**src/rtl/spi_rx_pkg.sv**
```systemverilog
package spi_rx_pkg;
  localparam int FRAME_W = 8;
  localparam int EDGES   = 2 * FRAME_W;

  typedef struct packed {
    logic loadShift;  // move holding register into the shifter
    logic shiftOut;   // present next outgoing bit
    logic sampleIn;   // capture incoming bit
    logic frameDone;  // last clock edge of a frame
  } strobe_t;
endpackage

```
**src/rtl/spi_rx_ctrl.sv**
```systemverilog
module spi_rx_ctrl
  import spi_rx_pkg::*;
#(
  parameter int CLK_DIV = 4
) (
  input  logic    clk,
  input  logic    rstN,
  input  logic    enable,
  input  logic    rxMode,
  input  logic    cpol,
  input  logic    cpha,
  input  logic    holdValid,
  output strobe_t stb,
  output logic    busy,
  output logic    sck
);
  localparam int HALF = CLK_DIV / 2;
  localparam int CW   = (HALF > 1) ? $clog2(HALF) : 1;
  localparam int EW   = $clog2(EDGES);

  typedef enum logic {S_IDLE, S_RUN} state_t;

  state_t        state;
  logic [CW-1:0] halfCnt;
  logic [EW-1:0] edgeIdx;
  logic          sckReg;
  logic          halfEnd, edgeTick, lastEdge, goNext, startNow;

  always_comb begin
    halfEnd  = (halfCnt == CW'(HALF - 1));
    edgeTick = (state == S_RUN) && halfEnd;
    lastEdge = edgeTick && (edgeIdx == EW'(EDGES - 1));
    goNext   = rxMode ? enable : (enable && holdValid);
    startNow = (state == S_IDLE) && goNext;
    stb.frameDone = lastEdge;
    stb.loadShift = !rxMode && (startNow || (lastEdge && goNext));
    stb.sampleIn  = edgeTick && (edgeIdx[0] == cpha);
    stb.shiftOut  = edgeTick && (edgeIdx[0] != cpha) && !lastEdge;
  end

  always_ff @(posedge clk) begin
    if (!rstN) begin
      state   <= S_IDLE;
      halfCnt <= '0;
      edgeIdx <= '0;
      sckReg  <= 1'b0;
    end else if (state == S_IDLE) begin
      sckReg  <= cpol;
      halfCnt <= '0;
      edgeIdx <= '0;
      if (startNow) state <= S_RUN;
    end else if (halfEnd) begin
      halfCnt <= '0;
      sckReg  <= ~sckReg;
      edgeIdx <= edgeIdx + 1'b1;
      if (lastEdge && !goNext) state <= S_IDLE;
    end else begin
      halfCnt <= halfCnt + 1'b1;
    end
  end

  assign busy = (state == S_RUN);
  assign sck  = sckReg;

  // an idle bus rests at the polarity level
  a_r8_sck_idle: assert property (@(posedge clk) disable iff (!rstN)
    (state == S_IDLE) |=> (sck == $past(cpol)));

  // receive mode starts at once when enabled
  a_r2_rx_start: assert property (@(posedge clk) disable iff (!rstN)
    (state == S_IDLE && enable && rxMode) |=> busy);

  // reception stays continuous while enabled
  a_r3_rx_continuous: assert property (@(posedge clk) disable iff (!rstN)
    (stb.frameDone && rxMode && enable) |=> busy);

  // a refilled holding register keeps the bus running
  a_r7_tx_continuous: assert property (@(posedge clk) disable iff (!rstN)
    (stb.frameDone && !rxMode && enable && holdValid) |=> busy);
endmodule

```
**src/rtl/spi_rx_data.sv**
```systemverilog
module spi_rx_data
  import spi_rx_pkg::*;
(
  input  logic               clk,
  input  logic               rstN,
  input  strobe_t            stb,
  input  logic               cpha,
  input  logic               sdIn,
  input  logic               hostWr,
  input  logic [FRAME_W-1:0] hostWdata,
  input  logic               hostRd,
  output logic [FRAME_W-1:0] hostRdata,
  output logic               rxFull,
  output logic               txEmpty,
  output logic               overrun,
  output logic               holdValid,
  output logic               mosiBit
);
  logic [FRAME_W-1:0] txHold, txShift, rxShift, rxBuf, nextRx;

  always_comb nextRx = stb.sampleIn ? {rxShift[FRAME_W-2:0], sdIn} : rxShift;

  always_ff @(posedge clk) begin
    if (!rstN) begin
      rxShift <= '0;
      rxBuf   <= '0;
      rxFull  <= 1'b0;
      overrun <= 1'b0;
    end else begin
      rxShift <= nextRx;
      if (stb.frameDone) rxBuf <= nextRx;
      if (stb.frameDone)  rxFull <= 1'b1;
      else if (hostRd)    rxFull <= 1'b0;
      if (stb.frameDone && rxFull && !hostRd) overrun <= 1'b1;
      else if (hostRd)                        overrun <= 1'b0;
    end
  end

  always_ff @(posedge clk) begin
    if (!rstN) begin
      txHold    <= '0;
      holdValid <= 1'b0;
      txShift   <= '0;
      mosiBit   <= 1'b0;
    end else begin
      if (hostWr) begin
        txHold    <= hostWdata;
        holdValid <= 1'b1;
      end else if (stb.loadShift) begin
        holdValid <= 1'b0;
      end
      if (stb.loadShift) begin
        if (!cpha) begin
          mosiBit <= txHold[FRAME_W-1];
          txShift <= {txHold[FRAME_W-2:0], 1'b0};
        end else begin
          txShift <= txHold;
        end
      end else if (stb.shiftOut) begin
        mosiBit <= txShift[FRAME_W-1];
        txShift <= {txShift[FRAME_W-2:0], 1'b0};
      end
    end
  end

  assign hostRdata = rxBuf;
  assign txEmpty   = !holdValid;

  // a finished frame always leaves data waiting
  a_r4_full_after_frame: assert property (@(posedge clk) disable iff (!rstN)
    stb.frameDone |=> rxFull);

  // a lost frame implies the buffer still holds unread data
  a_r5_overrun_needs_full: assert property (@(posedge clk) disable iff (!rstN)
    overrun |-> rxFull);

  // a read with no frame finishing empties both flags
  a_r4_read_clears: assert property (@(posedge clk) disable iff (!rstN)
    (hostRd && !stb.frameDone) |=> (!rxFull && !overrun));

  // a write always fills the holding register
  a_r9_write_fills: assert property (@(posedge clk) disable iff (!rstN)
    hostWr |=> !txEmpty);
endmodule

```
**src/rtl/spi_rx_master.sv**
```systemverilog
module spi_rx_master
  import spi_rx_pkg::*;
#(
  parameter int CLK_DIV = 4
) (
  input  logic       clk,
  input  logic       rstN,
  input  logic       enable,
  input  logic       rxOnly,
  input  logic       biMode,
  input  logic       biOut,
  input  logic       cpol,
  input  logic       cpha,
  input  logic       hostWr,
  input  logic [7:0] hostWdata,
  input  logic       hostRd,
  output logic [7:0] hostRdata,
  output logic       rxFull,
  output logic       txEmpty,
  output logic       overrun,
  output logic       busy,
  output logic       sck,
  output logic       mosi,
  output logic       mosiOe,
  input  logic       miso,
  input  logic       lineIn
);
  strobe_t stb;
  logic    rxMode, sdIn, holdValid;

  assign rxMode = rxOnly || (biMode && !biOut);
  assign sdIn   = biMode ? lineIn : miso;
  assign mosiOe = !rxMode;

  spi_rx_ctrl #(.CLK_DIV(CLK_DIV)) u_ctrl (
    .clk(clk), .rstN(rstN), .enable(enable), .rxMode(rxMode),
    .cpol(cpol), .cpha(cpha), .holdValid(holdValid),
    .stb(stb), .busy(busy), .sck(sck)
  );

  spi_rx_data u_data (
    .clk(clk), .rstN(rstN), .stb(stb), .cpha(cpha), .sdIn(sdIn),
    .hostWr(hostWr), .hostWdata(hostWdata), .hostRd(hostRd),
    .hostRdata(hostRdata), .rxFull(rxFull), .txEmpty(txEmpty),
    .overrun(overrun), .holdValid(holdValid), .mosiBit(mosi)
  );
endmodule

```
**config.mk**
```make
export PLATFORM = sky130hd
export DESIGN_NAME = spi_rx_master
export DESIGN_NICKNAME = d
export VERILOG_FILES = /design/src/rtl/spi_rx_pkg.sv /design/src/rtl/spi_rx_ctrl.sv /design/src/rtl/spi_rx_data.sv /design/src/rtl/spi_rx_master.sv
export SDC_FILE = /design/constraint.sdc
export NUM_CORES = 1
export LEC_CHECK = 0
export BUFFER_PORTS_ARGS = -buffer_cell sky130_fd_sc_hd__clkbuf_2
export CAP_MARGIN = 25
export CORE_UTILIZATION = 50
export DETAILED_ROUTE_END_ITERATION = 12
export PLACE_DENSITY = 0.76
export SLEW_MARGIN = 20
export SYNTH_ARGS = -nofsm -noshare
export SYNTH_HDL_FRONTEND = slang
export SYNTH_SLANG_ARGS = --single-unit
```
**constraint.sdc**
```tcl
create_clock -name clk -period 4.5 [get_ports clk]
set_input_delay 0.45 -clock clk [delete_from_list [all_inputs] [get_ports clk]]
set_output_delay 0.45 -clock clk [all_outputs]
set_load 0.1 [all_outputs]
```
Yosys cells after proc, flatten, opt, wreduce, memory -nomap -nowiden
Index checks and enable logic that the tools add are counted.
- bits in registers: 43
- input bits: 20
- output and inout bits: 15
- word-level logic and storage cells: 70
- add/sub/neg operators: 2
- equal/unequal tests: 5
- mux-type cells: 20
- bitwise operators: 3
- reductions and logical operators: 28
- operators by type and width (operator ; count):
    $mux 8 ; 4
    $mux 1 ; 16
    $logic_and 1x1->1 ; 13
    $reduce_bool 2->1 ; 4
    $logic_not 1->1 ; 6
    $add 4x1->4 const B ; 1
    $eq 4x4->1 const B ; 1
    $ne 2x2->1 const B ; 2
    $reduce_and 2->1 ; 2
    $not 1->1 ; 3
    $reduce_or 3->1 ; 1
    $logic_or 1x1->1 ; 2
    $add 1x1->1 const B ; 1
    $eq 1x1->1 ; 1
    $ne 1x1->1 ; 1

Depth between registers and ports, before layout
Gate-level depths: netlist of the first run.
- word-level depth: 9
- depth in mapped cells: 6
- gate-level depth less buffers: 5

Hierarchy
A second synthesis of the first run with hierarchy kept.
- cells, all modules: 183
- area total of the unflattened synthesis: 1929.4 um^2
- modules (own cells, without submodules) (module ; times used ; cells an instance ; area each (um^2) ; sequential area each (um^2)):
    spi_rx_data ; 1 ; 141 ; 1522.7 ; 720.7
    spi_rx_ctrl ; 1 ; 38 ; 374.1 ; 140.1
    spi_rx_master ; 1 ; 4 ; 32.5 ; 0.0

Least setup slack after synthesis of the first run
No wires, ideal clock.
- kind: input -> output
- start: input port biMode
- end: output port mosiOe
- arrival: 1868 ps
- data required time: 4050 ps
- path slack: 2182 ps
- cell stages on the path: 2
- buffers on the path: 0
- path through: nor2b_1 > nor2_1
- cells in the longest elaborated chain, start to end: 3
- RTL lines (what ; line ; text):
    from (decl) ; spi_rx_master.sv:10 ; input logic biMode,
    $logic_and 1x1->1 ; spi_rx_master.sv:31 ; assign rxMode = rxOnly || (biMode && !biOut);
    $logic_or 1x1->1 ; spi_rx_master.sv:31 ;
    $logic_not 1->1 ; spi_rx_master.sv:33 ; assign mosiOe = !rxMode;
    to (decl) ; spi_rx_master.sv:24 ; output logic mosiOe,
Every way passes these cells.

Final worst setup path of the first run
- start: register u_ctrl.edgeIdx[0]
- end: register u_data.txShift[5]
- cells in the longest elaborated chain, start to end: 6
- elaborated cells between the ends (all ways): 11
- classes of those cells: eq/ne: 2; mux: 1; reduce/logical: 8
- RTL lines (what ; line ; text):
    from (decl) ; spi_rx_ctrl.sv:25 ; logic [EW-1:0] edgeIdx;
    from (signal assigned) ; spi_rx_ctrl.sv:55 ; edgeIdx <= edgeIdx + 1'b1;
    $eq 4x4->1 ; spi_rx_ctrl.sv:32 ; lastEdge = edgeTick && (edgeIdx == EW'(EDGES - 1));
    $logic_and 1x1->1 ; spi_rx_ctrl.sv:32 ;
    $logic_and 1x1->1 ; spi_rx_ctrl.sv:36 ; stb.loadShift = !rxMode && (startNow || (lastEdge && goNext));
    $logic_or 1x1->1 ; spi_rx_ctrl.sv:36 ;
    $logic_and 1x1->1 ; spi_rx_ctrl.sv:36 ;
    $mux 8 or $reduce_bool 2->1 (tied branches) ; - ;
    to (signal assigned) ; spi_rx_data.sv:55 ; txShift <= {txHold[FRAME_W-2:0], 1'b0};
    to (signal assigned) ; spi_rx_data.sv:57 ; txShift <= txHold;
    to (signal assigned) ; spi_rx_data.sv:61 ; txShift <= {txShift[FRAME_W-2:0], 1'b0};
    to (decl) ; spi_rx_data.sv:19 ; logic [FRAME_W-1:0] txHold, txShift, rxShift, rxBuf, nextRx;
Parallel ways exist; a longest one is shown, timed or not.
A chain may end at the register's enable or synchronous reset.

==> results.json, run 1 <==
{
  "cts-hold-fix-buffers": 0,
  "min_period_ns": 2.11,
  "crit_buf_inv": 0,
  "clk_path_buf_depth": 2,
  "synth_edf_count": 0,
  "yosysWarnings": 0,
  "netlist_area_um2": 1800,
  "ys_ff_latch": 43,
  "synth-compound-area-share_pct": 13.7,
  "fin_worst_skew_ns": 0.00336,
  "antennaDiodeCount": 0,
  "cts-resized-gates": 0,
  "dpl-instance-area_um2": 1970,
  "irDropWorstVdd_mv": 0.247,
  "yosys.area_share.simple_pct": 17.6,
  "syn_nets": 200,
  "final_cell_mix": "43 x dfxtp_1, 34 x clkbuf_2, 17 x nor2b_1, 17 x mux2i_1, 16 x nand2_1",
  "grt_max_degree": 48,
  "maxSlewViolCount": 0,
  "holdPathEnd": "u_data.overrun",
  "layout.cells.most_common": "dfxtp_1",
  "clkLatencyLatePin_ns": 0.34,
  "fp-row-count": 21,
  "start_kind": "register",
  "worstReg2RegStart": "u_ctrl.edgeIdx[0]",
  "worstPathMaxFanout": 13,
  "tns_ns": 0,
  "core-area_um2": 3390,
  "netlist_instances": 179,
  "multi_input_comb_area_um2": 881,
  "rsz0062_at_grt": "no",
  "syn_avg_cell_area_um2": 10.1,
  "ys_types": 33,
  "muxShareOfSynthArea_pct": 14.4,
  "grt_pass1_vias": 1260,
  "initial_core_util_pct": 53.2,
  "min_path_type": "in2reg",
  "cp.arrival_ns": 2.32,
  "fin_util_pct": 59.7,
  "leakagePower_nw": 0.839,
  "vias": 1380,
  "clock_sinks": 43,
  "ys_seq_area_share_pct": 47.7,
  "required_ns": 4.71,
  "area_growth_syn_to_layout_pct": 12.1,
  "grt-ovfl-total": 0,
  "grt_usage_pct": 20.0,
  "reg2reg_slack_ns": 2.39,
  "drc_errors": 0,
  "place_hpwl_um": 2500,
  "wl_um": 3410,
  "fin_crit_sh_pct": 46.8,
  "die_area_um2": 3850,
  "power.density_nw_per_um2": 319,
  "synth_fa_ha_area_share_pct": 0.693,
  "fp.dieW_um": 62.1,
  "clkTransAtPathRegs_ns": 0.11,
  "cts_buffers": 5,
  "cts_tree": "yes",
  "synth_top_family_by_area": "simple AND/OR/NAND/NOR gates",
  "viasPerCell": 5.39,
  "gp_congestion": 0.755,
  "ff_latch_area_um2": 861,
  "worst_pin_slew_ns": 0.726,
  "critPathKind": "reg2reg",
  "timing.hold.ws_ns": 0.279,
  "setup_slack_ns": 2.39,
  "num-nets-final": 230,
  "hold_depth": 2,
  "port_buffers": 34,
  "cts_setup_buffers": 0,
  "worst_r2r_path_depth": 5,
  "async_reset_ff_share_pct": 0,
  "end_kind": "register",
  "cpLargestDelayFamily": "compound AO/OA/AOI/OAI gates",
  "design_area_um2": 2020,
  "pin_count": 35,
  "wl_per_cell_um": 13.3,
  "worstReg2RegEnd": "u_data.txShift[5]",
  "fmax_mhz": 474,
  "post-place-cells": 248,
  "outcome": "finished, final reports clean",
  "grt_first_pass_wirelength_um": 5510,
  "pre_cts_slack_ns": 2.38,
  "finalSetupViolCount": 0,
  "slowest_stage": "a2111oi_4",
  "cap_violations": 0,
  "total_power_mw": 0.646,
  "root_buffer": "clkbuf_4",
  "drt_first_pass_iters": 4,
  "slew_headroom_pct": 51.6,
  "critical_path.cell_chain": "ha_1, nand4_2, a2111oi_4, or2b_2, o221ai_1",
  "fillers": 289,
  "final-hold-violation-count": 0,
  "ant_nets": 0,
  "fin_cells": 256,
  "antenna_found_initial": 0,
  "cpPeakStageDelay_ns": 0.73,
  "synth_top_flop_cell": "dfxtp_1",
  "floorplan.die.height_um": 62.1,
  "synth_xor_area_share_pct": 2.43,
  "htreeDepth": 2,
  "layout-drive-gt1-share_pct": 25.2,
  "first_iter_violations": 72,
  "min_from": "hostRd"
}
[worst register-to-register path: stages, from the launching register on]
cell,delay (ns)
dfxtp_1,0.42
ha_1,0.23
nand4_2,0.15
a2111oi_4,0.73
or2b_2,0.29
o221ai_1,0.15
[flip-flops by register name (all words and copies together) (netlist names), 4 cells and up]
| name | flops |
|---|---|
| u_data.txShift | 8 |
| u_ctrl.edgeIdx | 4 |
| u_data.rxShift | 8 |
| u_data.txHold | 8 |
| u_data.hostRdata | 8 |
[per-layer routing]
layer	global-route usage (%)	vias to the layer above	part of all wire, %
met5	0	-	0
met4	6.98	0	1.0
met3	6.63	4	4.9
met2	33.4	37	47
met1	23.9	647	47
li1	-	692	-
[worst max-delay path by stage]
stage | from | cells after the start | to | slack, ns
after floorplan | biMode | 2 | mosiOe | 2.18
after global placement | u_ctrl.edgeIdx[0] | 5 | u_data.txShift[4] | 2.50
after detailed placement | cpha | 5 | u_data.txShift[5] | 2.38
after CTS | u_ctrl.edgeIdx[0] | 5 | u_data.txShift[5] | 2.39
after global routing | u_ctrl.edgeIdx[0] | 5 | u_data.txShift[5] | 2.25
final | u_ctrl.edgeIdx[0] | 5 | u_data.txShift[5] | 2.39
[cells by family (layout without fill, tap and decap cells)]
family,after synthesis,after routing
simple gates,60,60
flops,43,43
compound gates,33,33
mux,25,25
buf+inv,12,43
xor+xnor,5,5
fa+ha+maj,1,1
[Yosys cell counts, types with 2 or more instances]
cell      number  area [um^2]
mux2_2         8         90.1
o21ai_0        7         35.0
o211a_1        3         30.0
nand4_1        2         12.5
nand3_1        9         45.0
buf_2          2         10.0
mux2i_1       17          170
nand2_1       16         60.1
xor2_1         3         26.3
xnor2_1        2         17.5
dfxtp_1       43          861
clkbuf_1       6         22.5
nor2b_1       17          106
o21a_1         3         22.5
buf_6          2         22.5
nor2_1         9         33.8
o221ai_1       7         61.3
a21oi_1        8         40.0
[cell type report]
class	count	share of cell area, %
tap	46	2.84
clock buffer	7	2.23
timing repair buffer	34	8.41
inverter	1	0.186
sequential	43	42.5
clock inverter	1	0.247
multi-input combinational	124	43.5
[power by group]
group	switching, mW	internal [mW]	leakage [nW]	total [mW]
logic	0.0478	0.0263	0.460	0.0741
clock network	0.113	0.0610	0.0293	0.174
registers	0.00874	0.389	0.349	0.397
total	0.170	0.476	0.839	0.646
Note: power is estimated with default switching activity, not from simulation.
==> inputs of run 2 (changes only) <==
Clock period 4.5 ns to 2 ns, I/O delays scaled along.
==> run 2 against run 1 <==
  * First-iteration DRC count is 5.6% higher
  * Clock skew is 0.00099 ns higher
  * Non-clock buffer count is 4 higher
  * Final area is 1.1% higher
  * Clock power is 110% higher
  * Die area stayed put
  * Flip-flop and latch count stayed put
  * Utilization is 0.66 points higher
  * Critical endpoint is now u_data.txShift[1]
==> results.json, run 2 (synthesized netlist as in run 1, its figures left out) <==
{
  "critical_path.cell_chain": "ha_1, nand4_2, a2111oi_4, or2b_2, o221ai_1",
  "clkLatencyLatePin_ns": 0.33,
  "grt_max_degree": 48,
  "grt-ovfl-total": 0,
  "cpPeakStageDelay_ns": 0.49,
  "fin_crit_sh_pct": 92.1,
  "maxSlewViolCount": 0,
  "slowest_stage": "a2111oi_4",
  "tns_ns": 0,
  "vias": 1354,
  "first_iter_violations": 76,
  "clkTransAtPathRegs_ns": 0.11,
  "leakagePower_nw": 0.854,
  "core-area_um2": 3390,
  "clk_path_buf_depth": 2,
  "antennaDiodeCount": 0,
  "cts_tree": "yes",
  "min_period_ns": 1.84,
  "end_kind": "register",
  "power.density_nw_per_um2": 699,
  "worst_pin_slew_ns": 0.740,
  "multi_input_comb_area_um2": 881,
  "port_buffers": 34,
  "worstPathMaxFanout": 7,
  "wl_per_cell_um": 12.5,
  "htreeDepth": 2,
  "irDropWorstVdd_mv": 0.507,
  "final_cell_mix": "42 x dfxtp_1, 34 x clkbuf_2, 17 x nor2b_1, 17 x mux2i_1, 16 x nand2_1",
  "fin_worst_skew_ns": 0.00435,
  "fp-row-count": 21,
  "layout-drive-gt1-share_pct": 26.9,
  "finalSetupViolCount": 0,
  "wl_um": 3230,
  "start_kind": "register",
  "fmax_mhz": 543,
  "cpLargestDelayFamily": "compound AO/OA/AOI/OAI gates",
  "ff_latch_area_um2": 862,
  "antenna_found_initial": 0,
  "root_buffer": "clkbuf_4",
  "grt_usage_pct": 19.4,
  "cts-resized-gates": 0,
  "reg2reg_slack_ns": 0.16,
  "die_area_um2": 3850,
  "ant_nets": 0,
  "cts_buffers": 5,
  "critPathKind": "reg2reg",
  "pin_count": 35,
  "area_growth_syn_to_layout_pct": 13.4,
  "cts_setup_buffers": 0,
  "floorplan.die.height_um": 62.1,
  "viasPerCell": 5.25,
  "required_ns": 2.21,
  "drt_first_pass_iters": 4,
  "layout.cells.most_common": "dfxtp_1",
  "cap_violations": 0,
  "fillers": 287,
  "crit_buf_inv": 0,
  "clock_sinks": 43,
  "outcome": "finished, final reports clean",
  "cts-hold-fix-buffers": 0,
  "design_area_um2": 2050,
  "place_hpwl_um": 2330,
  "num-nets-final": 234,
  "rsz0062_at_grt": "no",
  "cp.arrival_ns": 2.06,
  "grt_first_pass_wirelength_um": 5300,
  "grt_pass1_vias": 1250,
  "drc_errors": 0,
  "final-hold-violation-count": 0,
  "dpl-instance-area_um2": 2000,
  "min_path_type": "in2reg",
  "fp.dieW_um": 62.1,
  "slew_headroom_pct": 50.7,
  "gp_congestion": 0.720,
  "initial_core_util_pct": 53.2
}
[run 2: cell types whose count changed in the layout (fill, tap and decap cells not counted), sizes merged]
cell,delta
buf,+4
clkbuf,-1
clkinv,-1
[run 2: final cells by class]
class	instances	area share, %
Tap cell	46	2.81
Inverter	1	0.183
Sequential cell	43	42.1
Clock buffer	6	2.02
Multi-Input combinational cell	124	43.1
Timing Repair Buffer	38	9.79
[run 2: path summary, 6_finish.rpt]
check,startpoint,end,depth (start not counted)
worst min register to register,u_data.txHold[0],u_data.txShift[0],2
worst max register to register,u_ctrl.edgeIdx[0],u_data.txShift[1],5
worst max-delay path,u_ctrl.edgeIdx[0],u_data.txShift[1],5
worst min-delay path,hostRd,u_data.overrun,2
[run 2: routing by layer]
metal  vias to the layer above  share of wire, %  GRT usage [%]  wire [um]
li1                        691                 -              -          -
met1                       623                46           23.0       1480
met2                        38                48           32.5       1560
met3                         2               4.5           6.21        144
met4                         0               1.1           7.62         36
met5                         -                 0              0          0
[run 2: per-stage QoR]
stage                     hold slack (ns)  std cells  setup WS (ns)  util (%)  power [mW]
after global routing               0.0325        258         0.0200      60.4        1.50
after CTS                          0.0366        258          0.156      60.4        1.45
after floorplan                     0.276        179          0.182         -        1.04
after detailed placement            0.407        252          0.161      59.1        1.08
after global placement              0.378        252          0.261      59.1        1.08
final                              0.0486        258          0.159      60.4        1.43
[run 2: where the power goes]
group / internal, mW / switching, mW
registers: 0.875 / 0.0160
clock network: 0.125 / 0.242
logic: 0.0615 / 0.110
total: 1.06 / 0.368
==> inputs of run 3 (changes only) <==
Settings changed: CORE_UTILIZATION 50 to 54, PLACE_DENSITY 0.76 to 0.81.
==> run 3 against run 2 <==
  * Clock power increased by 14%
  * Total power up 3.9%
  * Non-clock buffer count grew 1
  * Combinational power about the same
  * Final area up 0.98%
  * Clock-buffer cell count did not move
  * Final cell count is the same
  * Sequential power barely moved
  * Critical path type unchanged
  * Critical endpoint unchanged
==> results.json, run 3 (synthesized netlist as in run 1, its figures left out) <==
{
  "pin_count": 35,
  "wl_per_cell_um": 13.6,
  "die_area_um2": 3580,
  "initial_core_util_pct": 58.1,
  "vias": 1395,
  "htreeDepth": 2,
  "viasPerCell": 5.41,
  "drc_errors": 0,
  "cts_buffers": 5,
  "final-hold-violation-count": 0,
  "required_ns": 2.25,
  "min_from": "hostRd",
  "start_kind": "register",
  "timing.hold.ws_ns": 0.0186,
  "grt_pass1_vias": 1334,
  "total_power_mw": 1.48,
  "dpl-instance-area_um2": 2010,
  "clkTransAtPathRegs_ns": 0.11,
  "post-place-cells": 251,
  "outcome": "finished, final reports clean",
  "worst_r2r_path_depth": 6,
  "area_growth_syn_to_layout_pct": 14.5,
  "cts_tree": "yes",
  "fp-row-count": 20,
  "place_hpwl_um": 2500,
  "grt_usage_pct": 22.5,
  "power.density_nw_per_um2": 719,
  "clk_path_buf_depth": 2,
  "hold_depth": 2,
  "rsz0062_at_grt": "no",
  "holdPathEnd": "u_data.overrun",
  "slew_headroom_pct": 47.7,
  "worstReg2RegEnd": "u_data.txShift[1]",
  "finalSetupViolCount": 0,
  "design_area_um2": 2070,
  "fp.dieW_um": 59.8,
  "core-area_um2": 3100,
  "min_period_ns": 1.90,
  "tns_ns": 0,
  "grt_first_pass_wirelength_um": 5840,
  "cap_violations": 0,
  "cts-resized-gates": 0,
  "port_buffers": 34,
  "antenna_found_initial": 0,
  "worst_pin_slew_ns": 0.785,
  "clock_sinks": 43,
  "root_buffer": "clkbuf_4",
  "clkLatencyLatePin_ns": 0.34,
  "fmax_mhz": 525,
  "antennaDiodeCount": 0,
  "grt-ovfl-total": 0,
  "fin_cells": 258,
  "maxSlewViolCount": 0,
  "leakagePower_nw": 0.869,
  "min_path_type": "in2reg",
  "fillers": 270,
  "irDropWorstVdd_mv": 0.388,
  "end_kind": "register",
  "drt_first_pass_iters": 4,
  "gp_congestion": 0.855,
  "num-nets-final": 235,
  "layout-drive-gt1-share_pct": 28.0,
  "worstReg2RegStart": "u_ctrl.edgeIdx[0]",
  "floorplan.die.height_um": 59.8,
  "reg2reg_slack_ns": 0.1,
  "grt_max_degree": 48,
  "cts_setup_buffers": 0,
  "worstPathMaxFanout": 9,
  "ant_nets": 0,
  "fin_worst_skew_ns": 0.0133,
  "cp.arrival_ns": 2.15,
  "first_iter_violations": 40,
  "critPathKind": "reg2reg",
  "layout.cells.most_common": "dfxtp_1",
  "cts-hold-fix-buffers": 0,
  "final_cell_mix": "42 x dfxtp_1, 34 x clkbuf_2, 17 x nor2b_1, 17 x mux2i_1, 16 x nand2_1",
  "fin_crit_sh_pct": 95.2,
  "wl_um": 3520
}
-- run 3: cell types whose count changed in the layout (fill, tap and decap cells not counted), sizes merged --
cell | previous run | this run
buf | 4 | 5
clkinv | 0 | 1
-- run 3: per-stage QoR --
step	setup WS [ns]	utilization (%)
finish	0.0952	66.6
global route	0.00288	66.6
CTS	0.123	66.6
detailed placement	0.154	64.8
global placement	0.251	64.8
floorplan	0.182	-
-- run 3: cell type report --
cell class / count / area, um^2 / area share [%]
clock buffer: 6 / 51.3 / 2.48
clock inverter: 1 / 5.00 / 0.242
inverter: 1 / 3.75 / 0.182
multi-input combinational: 124 / 881 / 42.6
sequential: 43 / 862 / 41.7
tap: 44 / 55.1 / 2.67
timing repair buffer: 39 / 208 / 10.1
-- run 3: worst max-delay path, cell delays in order (launching register included) --
cell,delay [ns]
dfxtp_1,0.44
ha_1,0.24
nand4_2,0.17
a2111oi_4,0.50
buf_4,0.24
nand3_1,0.09
o221ai_1,0.12
-- run 3: layer usage --
| layer | share of wire [%] | track usage, % |
|---|---|---|
| met1 | 45 | 26.4 |
| met2 | 49 | 38.7 |
| met3 | 4.8 | 7.36 |
| met4 | 0.68 | 6.98 |
| met5 | 0 | 0 |
-- run 3: report_power, final --
group          switching, mW  total, mW  internal, mW
registers             0.0172      0.892         0.875
clock network          0.256      0.419         0.163
logic                  0.110      0.173        0.0628
total                  0.384       1.48          1.10
-- run 3: worst max-delay path by stage --
stage	startpoint	end	slack (ns)	cells past startpoint
after floorplan	biMode	mosiOe	0.18	2
after global placement	u_ctrl.edgeIdx[0]	u_data.txShift[0]	0.25	6
after detailed placement	u_ctrl.edgeIdx[0]	u_data.txShift[5]	0.15	6
after CTS	u_ctrl.edgeIdx[0]	u_data.txShift[1]	0.12	6
after global routing	u_ctrl.edgeIdx[0]	u_data.txShift[5]	0.003	6
final	u_ctrl.edgeIdx[0]	u_data.txShift[1]	0.1	6
